==> src/rtl/cr_pkg.sv <==
package cr_pkg;
   // generator x^5+x^4+x^2+1 without its leading term
   localparam logic [4:0] CRC5_GEN = 5'h15;

   function automatic logic [4:0] crc5_step(input logic [4:0] cur, input logic din);
      logic fb;
      fb = cur[4] ^ din;
      return {cur[3:0], 1'b0} ^ (fb ? CRC5_GEN : 5'h00);
   endfunction
endpackage

==> src/rtl/cr_sclk_engine.sv <==
module cr_sclk_engine #(
   parameter int DIV = 2,
   parameter int CW  = 8
) (
   input  logic          clk,
   input  logic          rst_n,
   input  logic          start,
   input  logic [CW-1:0] nbits,
   input  logic          miso,
   output logic          sclk,
   output logic          cs_n,
   output logic          busy,
   output logic          bit_stb,
   output logic          bit_val,
   output logic          end_stb
);
   localparam int DW = (DIV > 1) ? $clog2(DIV) : 1;

   logic [DW-1:0] div_cnt;
   logic [CW-1:0] bit_cnt;
   logic          tick;

   assign tick = (div_cnt == DW'(DIV - 1));

   always_ff @(posedge clk or negedge rst_n) begin
      if (!rst_n) begin
         sclk    <= 1'b0;
         cs_n    <= 1'b1;
         busy    <= 1'b0;
         bit_stb <= 1'b0;
         bit_val <= 1'b0;
         end_stb <= 1'b0;
         div_cnt <= '0;
         bit_cnt <= '0;
      end else begin
         bit_stb <= 1'b0;
         end_stb <= 1'b0;
         if (!busy) begin
            if (start) begin
               busy    <= 1'b1;
               cs_n    <= 1'b0;
               sclk    <= 1'b0;
               div_cnt <= '0;
               bit_cnt <= '0;
            end
         end else if (tick) begin
            div_cnt <= '0;
            if (!sclk) begin
               sclk    <= 1'b1;
               bit_stb <= 1'b1;
               bit_val <= miso;
            end else begin
               sclk <= 1'b0;
               if (bit_cnt == nbits - CW'(1)) begin
                  busy    <= 1'b0;
                  cs_n    <= 1'b1;
                  end_stb <= 1'b1;
               end else begin
                  bit_cnt <= bit_cnt + CW'(1);
               end
            end
         end else begin
            div_cnt <= div_cnt + DW'(1);
         end
      end
   end


   quiet_idle_chk: assert property (@(posedge clk) disable iff (!rst_n)
      cs_n |-> !sclk);


   bitcnt_range_chk: assert property (@(posedge clk) disable iff (!rst_n)
      (!cs_n && busy) |-> (bit_cnt < nbits));


   busy_start_chk: assert property (@(posedge clk) disable iff (!rst_n)
      $rose(busy) |-> $past(start));
endmodule

==> src/rtl/cr_dev_slot.sv <==
module cr_dev_slot (
   input  logic       clk,
   input  logic       rst_n,
   input  logic       clear,
   input  logic       wr_data,
   input  logic       wr_stat,
   input  logic [7:0] byte_in,
   input  logic [4:0] crc_ref,
   input  logic       commit,
   input  logic       mode16,
   input  logic       ign,
   input  logic       fault_pin,
   output logic [7:0] data_q,
   output logic       crc_q,
   output logic       ot_q,
   output logic       uva_q,
   output logic       uvw_q,
   output logic       flt_q,
   output logic       bad_q
);
   logic [7:0] s_data;
   logic       s_crc, s_ot, s_uva, s_uvw;
   logic       bad_nx;

   always_ff @(posedge clk or negedge rst_n) begin
      if (!rst_n) begin
         s_data <= '0;
         s_crc  <= 1'b0;
         s_ot   <= 1'b0;
         s_uva  <= 1'b0;
         s_uvw  <= 1'b0;
      end else if (clear) begin
         s_data <= '0;
         s_crc  <= 1'b0;
         s_ot   <= 1'b0;
         s_uva  <= 1'b0;
         s_uvw  <= 1'b0;
      end else begin
         if (wr_data) s_data <= byte_in;
         if (wr_stat) begin
            s_crc <= (byte_in[7:3] != crc_ref);
            s_ot  <= byte_in[1];
            s_uva <= ~byte_in[2];
            s_uvw <= ~byte_in[0];
         end
      end
   end

   assign bad_nx = (!ign && fault_pin) ||
                   (mode16 && (s_crc || s_ot || (!ign && s_uva)));

   always_ff @(posedge clk or negedge rst_n) begin
      if (!rst_n) begin
         data_q <= '0;
         crc_q  <= 1'b0;
         ot_q   <= 1'b0;
         uva_q  <= 1'b0;
         uvw_q  <= 1'b0;
         flt_q  <= 1'b0;
         bad_q  <= 1'b0;
      end else if (commit) begin
         data_q <= s_data;
         crc_q  <= s_crc;
         ot_q   <= s_ot;
         uva_q  <= s_uva;
         uvw_q  <= s_uvw;
         flt_q  <= fault_pin;
         bad_q  <= bad_nx;
      end
   end
endmodule

==> src/rtl/cr_frame_check.sv <==
module cr_frame_check #(
   parameter int NDEV = 4
) (
   input  logic              clk,
   input  logic              rst_n,
   input  logic              clear,
   input  logic              mode16,
   input  logic              ign,
   input  logic              bit_stb,
   input  logic              bit_val,
   input  logic              end_stb,
   input  logic [NDEV-1:0]   fault_vec,
   output logic              done,
   output logic [NDEV*8-1:0] din_vec,
   output logic [NDEV-1:0]   crc_err,
   output logic [NDEV-1:0]   over_temp,
   output logic [NDEV-1:0]   uv_alarm,
   output logic [NDEV-1:0]   uv_warn,
   output logic [NDEV-1:0]   fault_seen,
   output logic [NDEV-1:0]   faulting
);
   import cr_pkg::*;

   localparam int BW = (NDEV > 0) ? $clog2(2 * NDEV) : 1;

   logic [2:0]    bit_pos;
   logic [BW-1:0] byte_idx;
   logic [BW-1:0] dev;
   logic [6:0]    shreg;
   logic [4:0]    crc, crc_hold;
   logic [7:0]    byte_val;
   logic          is_stat, byte_end;

   assign byte_val = {shreg, bit_val};
   assign is_stat  = mode16 && byte_idx[0];
   assign dev      = mode16 ? (byte_idx >> 1) : byte_idx;
   assign byte_end = bit_stb && (bit_pos == 3'd7);

   always_ff @(posedge clk or negedge rst_n) begin
      if (!rst_n) begin
         bit_pos  <= '0;
         byte_idx <= '0;
         shreg    <= '0;
         crc      <= '0;
         crc_hold <= '0;
      end else if (clear) begin
         bit_pos  <= '0;
         byte_idx <= '0;
         shreg    <= '0;
         crc      <= '0;
         crc_hold <= '0;
      end else if (bit_stb) begin
         shreg   <= byte_val[6:0];
         bit_pos <= bit_pos + 3'd1;
         if (!is_stat) begin
            if (bit_pos == 3'd7) begin
               crc      <= '0;
               crc_hold <= crc5_step(crc, bit_val);
            end else begin
               crc <= crc5_step(crc, bit_val);
            end
         end
         if (bit_pos == 3'd7) byte_idx <= byte_idx + BW'(1);
      end
   end

   always_ff @(posedge clk or negedge rst_n) begin
      if (!rst_n) done <= 1'b0;
      else        done <= end_stb;
   end

   for (genvar g = 0; g < NDEV; g++) begin : g_slot
      logic sel;
      assign sel = (dev == BW'(g));
      cr_dev_slot u_slot (
         .clk       (clk),
         .rst_n     (rst_n),
         .clear     (clear),
         .wr_data   (byte_end && sel && !is_stat),
         .wr_stat   (byte_end && sel && is_stat),
         .byte_in   (byte_val),
         .crc_ref   (crc_hold),
         .commit    (end_stb),
         .mode16    (mode16),
         .ign       (ign),
         .fault_pin (fault_vec[g]),
         .data_q    (din_vec[8*g +: 8]),
         .crc_q     (crc_err[g]),
         .ot_q      (over_temp[g]),
         .uva_q     (uv_alarm[g]),
         .uvw_q     (uv_warn[g]),
         .flt_q     (fault_seen[g]),
         .bad_q     (faulting[g])
      );
   end


   done_pulse_chk: assert property (@(posedge clk) disable iff (!rst_n)
      done |=> !done);


   stable_out_chk: assert property (@(posedge clk) disable iff (!rst_n)
      !done |-> ($stable(faulting) && $stable(din_vec) && $stable(crc_err)));


   commit_align_chk: assert property (@(posedge clk) disable iff (!rst_n)
      end_stb |-> (bit_pos == 3'd0));
endmodule

==> src/rtl/chain_reader.sv <==
module chain_reader #(
   parameter int NDEV         = 4,
   parameter int DIV          = 2,
   parameter int FAULT_SHARED = 0,
   localparam int FW          = (FAULT_SHARED != 0) ? 1 : NDEV
) (
   input  logic              clk,
   input  logic              rst_n,
   input  logic              start,
   input  logic              mode16,
   input  logic              ignore_uv,
   input  logic [FW-1:0]     fault_in,
   input  logic              miso,
   output logic              sclk,
   output logic              cs_n,
   output logic              busy,
   output logic              done,
   output logic [NDEV*8-1:0] din_vec,
   output logic [NDEV-1:0]   crc_err,
   output logic [NDEV-1:0]   over_temp,
   output logic [NDEV-1:0]   uv_alarm,
   output logic [NDEV-1:0]   uv_warn,
   output logic [NDEV-1:0]   fault_seen,
   output logic [NDEV-1:0]   faulting
);
   localparam int CW = $clog2(NDEV * 16 + 1);

   if (NDEV < 1) begin : g_bad_ndev
      $error("chain_reader: NDEV must be at least 1");
   end
   if (DIV < 1) begin : g_bad_div
      $error("chain_reader: DIV must be at least 1");
   end

   logic            accept, mode_q, ign_q;
   logic [CW-1:0]   nbits;
   logic [NDEV-1:0] fault_vec;
   logic            bit_stb, bit_val, end_stb;

   assign accept = start && !busy;
   assign nbits  = mode_q ? CW'(NDEV * 16) : CW'(NDEV * 8);

   always_ff @(posedge clk or negedge rst_n) begin
      if (!rst_n) begin
         mode_q <= 1'b0;
         ign_q  <= 1'b0;
      end else if (accept) begin
         mode_q <= mode16;
         ign_q  <= ignore_uv;
      end
   end

   if (FAULT_SHARED != 0) begin : g_fault_shared
      assign fault_vec = {NDEV{fault_in[0]}};
   end else begin : g_fault_each
      assign fault_vec = fault_in;
   end

   cr_sclk_engine #(.DIV(DIV), .CW(CW)) u_eng (
      .clk     (clk),
      .rst_n   (rst_n),
      .start   (start),
      .nbits   (nbits),
      .miso    (miso),
      .sclk    (sclk),
      .cs_n    (cs_n),
      .busy    (busy),
      .bit_stb (bit_stb),
      .bit_val (bit_val),
      .end_stb (end_stb)
   );

   cr_frame_check #(.NDEV(NDEV)) u_chk (
      .clk        (clk),
      .rst_n      (rst_n),
      .clear      (accept),
      .mode16     (mode_q),
      .ign        (ign_q),
      .bit_stb    (bit_stb),
      .bit_val    (bit_val),
      .end_stb    (end_stb),
      .fault_vec  (fault_vec),
      .done       (done),
      .din_vec    (din_vec),
      .crc_err    (crc_err),
      .over_temp  (over_temp),
      .uv_alarm   (uv_alarm),
      .uv_warn    (uv_warn),
      .fault_seen (fault_seen),
      .faulting   (faulting)
   );


   cfg_hold_chk: assert property (@(posedge clk) disable iff (!rst_n)
      (busy && !accept) |=> ($stable(mode_q) && $stable(ign_q)));
endmodule

==> config.mk <==
export PLATFORM = sky130hd
export DESIGN_NAME = chain_reader
export DESIGN_NICKNAME = d
export VERILOG_FILES = /design/src/rtl/cr_pkg.sv /design/src/rtl/cr_sclk_engine.sv /design/src/rtl/cr_dev_slot.sv /design/src/rtl/cr_frame_check.sv /design/src/rtl/chain_reader.sv
export SDC_FILE = /design/constraint.sdc
export NUM_CORES = 1
export LEC_CHECK = 0
export BUFFER_PORTS_ARGS = -buffer_cell sky130_fd_sc_hd__buf_2
export CAP_MARGIN = 40
export CELL_PAD_IN_SITES_DETAIL_PLACEMENT = 2
export CELL_PAD_IN_SITES_GLOBAL_PLACEMENT = 2
export CORE_AREA = 2 2 136 138
export DETAILED_ROUTE_END_ITERATION = 8
export DIE_AREA = 0 0 138 140
export PLACE_DENSITY_LB_ADDON = 0.1
export SETUP_SLACK_MARGIN = 0.1
export SLEW_MARGIN = 40
export SYNTH_ARGS = -nofsm -noshare
export SYNTH_HDL_FRONTEND = slang
export SYNTH_SLANG_ARGS = --single-unit
==> constraint.sdc <==
create_clock -name clk -period 4.52 [get_ports clk]
set_input_delay 0.678 -clock clk [delete_from_list [all_inputs] [get_ports clk]]
set_output_delay 0.678 -clock clk [all_outputs]
set_load 0.02 [all_outputs]
## Yosys cells after proc, flatten, opt, wreduce, memory -nomap -nowiden

Cells that the tools add are included.

| cells by class | value |
|---|---|
| add/sub/neg operators | 5 |
| eq/ne operators | 11 |
| muxes and demuxes | 84 |
| bitwise logic cells | 5 |
| reduce and logical (&&, ||, !) cells | 61 |

Operators with widths:

| operator | count |
|---|---|
| 2-to-1 mux 8 bit | 8 |
| 2-to-1 mux 7 bit | 8 |
| 2-to-1 mux 1 bit | 53 |
| 2-to-1 mux 5 bit | 9 |
| logical AND 1 bit | 27 |
| nonzero test 2 bit | 11 |
| 2-to-1 mux 3 bit | 6 |
| logical OR 1 bit | 12 |
| inequality test 2 bit (second input constant) | 4 |
| AND reduction 4 bit | 2 |
| adder 7 x 1 -> 7 bit (second input constant) | 1 |
| equality test 7 bit | 1 |
| subtractor 7 x 1 -> 7 bit (second input constant) | 1 |
| adder 3 x 1 -> 3 bit (second input constant) | 2 |
| equality test 3 x 2 -> 1 bit (second input constant) | 2 |
| AND reduction 2 bit | 3 |
| AND reduction 3 bit | 2 |
| inequality test 5 bit | 1 |
| XOR 5 bit | 1 |
| equality test 3 x 1 -> 1 bit (second input constant) | 1 |
| equality test 3 bit (second input constant) | 1 |
| zero test 1 bit | 3 |
| zero test 3 bit | 1 |
| NOT 1 bit | 3 |
| 3 further kinds | 3 |

| word-level totals | value |
|---|---|
| flip-flop bits (word level) | 144 |
| input port bits | 10 |
| output and inout port bits | 60 |
| word-level logic and storage cells | 230 |

## Logic depth before layout (Yosys ltp)

| logic depth | value |
|---|---|
| word-level depth | 7 |
| depth in mapped cells | 7 |
| depth with buffers taken out | 6 |

## Hierarchy

From an unflattened synthesis, not the netlist that was laid out.

| second synthesis, totals | value |
|---|---|
| cell total of the unflattened synthesis | 563 |
| area total of the unflattened synthesis | 6811.5 µm² |

Modules (own cells, without submodules):

| module | instances | cells an instance | area each (µm²) | seq. area each (µm²) |
|---|---|---|---|---|
| cr_dev_slot | 4 | 80 | 1122.3 | 650.6 |
| cr_frame_check | 1 | 124 | 1239.9 | 600.6 |
| cr_sclk_engine | 1 | 112 | 980.9 | 351.6 |
| chain_reader | 1 | 7 | 101.3 | 50.0 |

## Worst setup path after synthesis

OpenSTA, ideal clock, no wires.

| timing path | value |
|---|---|
| kind | register to register |
| start | reg u_chk.bit_pos[0] |
| end | reg u_chk.g_slot[3].u_slot.s_data[0] |
| library setup time | 125 ps |
| arrival | 1680 ps |
| data required time | 4395 ps |
| path slack | 2715 ps |
| stages on the path, launching flop included | 7 |
| path buffers | 1 |
| period minus slack after synthesis | 1805 ps |
| cell sequence | dfrtp_1 ha_1 ha_1 and2_1 buf_2 a31oi_4 mux2_2 |

| between the ends | value |
|---|---|
| cells in the longest elaborated chain, start to end | 5 |

RTL lines:

| element | RTL line | RTL |
|---|---|---|
| start: declaration | cr_frame_check.sv:26 | `logic [2:0] bit_pos;` |
| start signal: assignment | cr_frame_check.sv:54 | `bit_pos <= bit_pos + 3'd1;` |
| equality test 3 bit | cr_frame_check.sv:37 | `assign byte_end = bit_stb && (bit_pos == 3'd7);` |
| logical AND 1 bit | cr_frame_check.sv:37 |  |
| logical AND 1 bit (2 in series) | cr_frame_check.sv:79 | `.wr_data (byte_end && sel && !is_stat),` |
| nonzero test 2 bit (no line) | -- |  |
| end signal: assignment | cr_dev_slot.sv:39 | `if (wr_data) s_data <= byte_in;` |
| end: declaration | cr_dev_slot.sv:21 | `logic [7:0] s_data;` |

Every way passes these cells.
A chain may end at the register's enable or synchronous reset.

## Final worst setup path

| timing path | value |
|---|---|
| start | reg u_eng.bit_stb |
| end | reg u_chk.g_slot[0].u_slot.s_data[6] |

| between the ends | value |
|---|---|
| cells in the longest elaborated chain, start to end | 4 |

RTL lines:

| element | RTL line | RTL |
|---|---|---|
| start: declaration | cr_sclk_engine.sv:13 | `output logic bit_stb,` |
| start signal: assignment | cr_sclk_engine.sv:30 | `bit_stb <= 1'b0;` |
| start signal: assignment | cr_sclk_engine.sv:36 | `bit_stb <= 1'b0;` |
| start signal: assignment | cr_sclk_engine.sv:50 | `bit_stb <= 1'b1;` |
| logical AND 1 bit | cr_frame_check.sv:37 |  |
| logical AND 1 bit (2 in series) | cr_frame_check.sv:79 |  |
| nonzero test 2 bit (no line) | -- |  |
| end signal: assignment | cr_dev_slot.sv:39 |  |
| end: declaration | cr_dev_slot.sv:21 |  |

Every way passes these cells.

==> flow_metrics.env <==
export IMPL_synth_edf_count=0
export IMPL_grt_ovfl_total=0
export IMPL_crit_path_end_kind="flip-flop"
export IMPL_p_leak_nw=3.57
export IMPL_cts_resized=0
export IMPL_grt_use_total_pct=15.0
export IMPL_clock_sinks=144
export IMPL_port_buffers=69
export IMPL_vdd_drop_max_uv=257
export IMPL_antenna_found_initial=0
export IMPL_postSynthRegisterBits=144
export IMPL_path_class="flip-flop to flip-flop"
export IMPL_hp_class="input port to asynchronous set/reset pin"
export IMPL_yosysMostFrequentCell="dfrtp_1"
export IMPL_maxCapViolCount=0
export IMPL_dieArea_mm2=0.0193
export IMPL_clk_insertion_delay_late_ns=0.42
export IMPL_nNetsFinal=528
export IMPL_die_y_um=140
export IMPL_synthDominantCellAreaShare_pct=58.0
export IMPL_detailed_place_area_mm2=0.00660
export IMPL_cts_tree="built"
export IMPL_avgSynthCellArea_um2=13.3
export IMPL_period_needed_ns=2.25
export IMPL_power_mw=4.33
export IMPL_max_freq_ghz=0.445
export IMPL_drc=0
export IMPL_cts_max_path_buffers=2
export IMPL_rsz0062_at_grt="no"
export IMPL_fp_row_count=49
export IMPL_viasPerCell=4.88
export IMPL_synthArstFlopShare_pct=100
export IMPL_tns_ns=0
export IMPL_status="completed"
export IMPL_via_count=3687
export IMPL_first_iter_violations=114
export IMPL_setup_violations=0
export IMPL_critical_path_required_ns=4.82
export IMPL_skew_ns=0.00817
export IMPL_ys_warn_count=0
export IMPL_yosys_top_cells_area="dfrtp_1 58%, mux2_2 19%, buf_4 3.4%, nor2_1 1.7%, mux2i_1 1.6%"
export IMPL_coreArea_mm2=0.0178
export IMPL_synth_area_mm2=0.00617
export IMPL_die_x_um=138
export IMPL_diodes=0
export IMPL_grt_pass1_wl_um=22800
export IMPL_period_share_pct=49.8
export IMPL_clk_pin_slew_worst_paths_ns=0.06
export IMPL_hold_violations=0
export IMPL_first_global_vias=4115
export IMPL_fin_hold_ws_ns=0.163
export IMPL_setup_worst_path_start_class="flip-flop"
export IMPL_dpl_hpwl_um=9150
export IMPL_post_cts_buffers=0
export IMPL_gp_congestion=0.717
export IMPL_area_growth_pct=17.1
export IMPL_drv_slew=0
export IMPL_numCtsBuffers=17
export IMPL_power_density_mw_per_mm2=600
export IMPL_synthCells=465
export IMPL_final_antenna_net_count=0
export IMPL_worst_slew_pin_slew_ns=0.774
export IMPL_critPathMaxStageDelay_ns=0.78
export IMPL_critPathArrivalTime_ns=2.55
export IMPL_dr_pass1_iters=4
export IMPL_yosysTopAreaCell="dfrtp_1"
export IMPL_critPathMaxFanout=15
export IMPL_wl_per_cell_um=18.0
export IMPL_start_util_pct=34.7
export IMPL_synth_cell_type_count=40
export IMPL_grt_start_max_net_pins=65
export IMPL_routed_wirelength_um=13600
export IMPL_path_cells="nand2_2 > o41ai_4 > mux2_2"
export IMPL_cts_max_level=4
export IMPL_hold_buffers=0
export IMPL_ys_seq_area_share_pct=58.4
export IMPL_ys_flop_type="dfrtp_1"
export IMPL_synth_net_count=479
export IMPL_yosys_top_cells_count="143 x dfrtp_1, 103 x mux2_2, 28 x buf_4, 28 x nor2_1, 25 x nand2_1"
export IMPL_slowest_stage="dfrtp_1"
export IMPL_cts_root_buf="clkbuf_16"
export IMPL_drive_gt1_share_pct=41.9
export IMPL_max_slew_margin_pct=48.2
export IMPL_final_area_mm2=0.00722
export IMPL_ioPinCount=70
==> flip-flops by register name, indices dropped and copies added, names as in the netlist, 4 cells and up <==
signal / flops
u_chk.g_slot.u_slot.bad_q: 4
u_chk.g_slot.u_slot.s_crc: 4
u_chk.g_slot.u_slot.ot_q: 4
u_chk.g_slot.u_slot.uva_q: 4
u_chk.g_slot.u_slot.s_uva: 4
u_chk.g_slot.u_slot.s_ot: 4
u_chk.g_slot.u_slot.data_q: 32
u_eng.bit_cnt: 7
u_chk.g_slot.u_slot.uvw_q: 4
u_chk.g_slot.u_slot.crc_q: 4
u_chk.g_slot.u_slot.s_uvw: 4
u_chk.crc: 5
u_chk.crc_hold: 5
u_chk.g_slot.u_slot.s_data: 32
u_chk.g_slot.u_slot.flt_q: 4
u_chk.shreg: 7
==> worst max-delay path: cells and delay by family, from the launching register on <==
family / cells / cell delay, ns
DFF: 1 / 0.78
AOI/OAI and AO/OA: 1 / 0.68
muxes: 1 / 0.41
and+or+nand+nor: 1 / 0.25
==> metrics by stage <==
step                      std cells  worst slack [ns]  utilization [%]
after global routing            756              2.11             40.6
final                           756              2.27             40.6
after CTS                       756              2.23             40.6
after detailed placement        724              2.16             37.1
after floorplan                 465              2.71                -
after global placement          723              2.20             36.9
==> per-layer routing <==
layer | global-route usage (%) | up-vias | routed length (µm)
li1 | - | 1691 | -
met1 | 19.4 | 1929 | 6420
met2 | 24.7 | 52 | 6620
met3 | 3.21 | 15 | 326
met4 | 6.28 | 0 | 257
met5 | 0 | - | 0
==> layout make-up <==
type / count / area, µm²
clock buffer: 22 / 464
multi-input combinational: 272 / 2270
tap: 229 / 287
sequential: 144 / 3610
fill: 1810 / 10600
timing repair buffer: 75 / 420
clock inverter: 10 / 159
inverter: 4 / 15.0
==> power by group <==
part / leakage, nW / switching [mW] / internal, mW
sequential: 1.86 / 0.338 / 1.63
clock: 0.300 / 0.534 / 0.951
combinational: 1.40 / 0.455 / 0.430
==> worst paths after layout <==
kind / start / to / slack (ns) / cells past startpoint
min reg2reg: u_chk.g_slot[0].u_slot.s_data[6] / u_chk.g_slot[0].u_slot.data_q[6] / 0.50 / 1
max in group asynchronous: rst_n / u_chk.g_slot[3].u_slot.s_data[5] / 3.27 / 3
min in group clk: ignore_uv / ign_q / 0.49 / 3
max reg2reg: u_eng.bit_stb / u_chk.g_slot[0].u_slot.s_data[6] / 2.27 / 3
max: u_eng.bit_stb / u_chk.g_slot[0].u_slot.s_data[6] / 2.27 / 3
min: rst_n / u_chk.crc[2] / 0.16 / 1
==> placed cells by master, fill, tap and decap left out, types with 2 or more instances in the layout <==
cell type   instances
a21o_1              4
a21oi_1             5
a21oi_2             2
a22o_1              5
a31oi_1             7
and2_1              8
and3_1              2
buf_2              68
buf_4               5
bufinv_16           4
clkbuf_1            3
clkbuf_16          17
clkbuf_8            2
clkinv_2            3
clkinvlp_4          2
dfrtp_1           142
ha_1                4
inv_1               4
mux2_2            103
mux2i_1            10
nand2_1            25
nand2b_1            8
nand3_1             5
nand4_1             2
nor2_1             28
nor2b_1             5
nor3_1              4
o21ai_0            10
o21ai_2             2
o22ai_1             2
o31ai_1             4
o41ai_4             2
or2_2               2
xnor2_1             7
xor2_1              7
==> logic make-up after synthesis <==
| logic type | count (synthesis) | synth area share, % |
|---|---|---|
| XOR/XNOR | 14 | 1.99 |
| AND/OR/NAND/NOR | 94 | 7.28 |
| AO/OA/AOI/OAI | 47 | 6.21 |
| flip-flops | 144 | 58.5 |
| buffers and inverters | 49 | 4.83 |
| adder cells (fa/ha/maj) | 4 | 0.812 |
| multiplexers | 113 | 20.4 |
(Power assumes the default switching activity.)
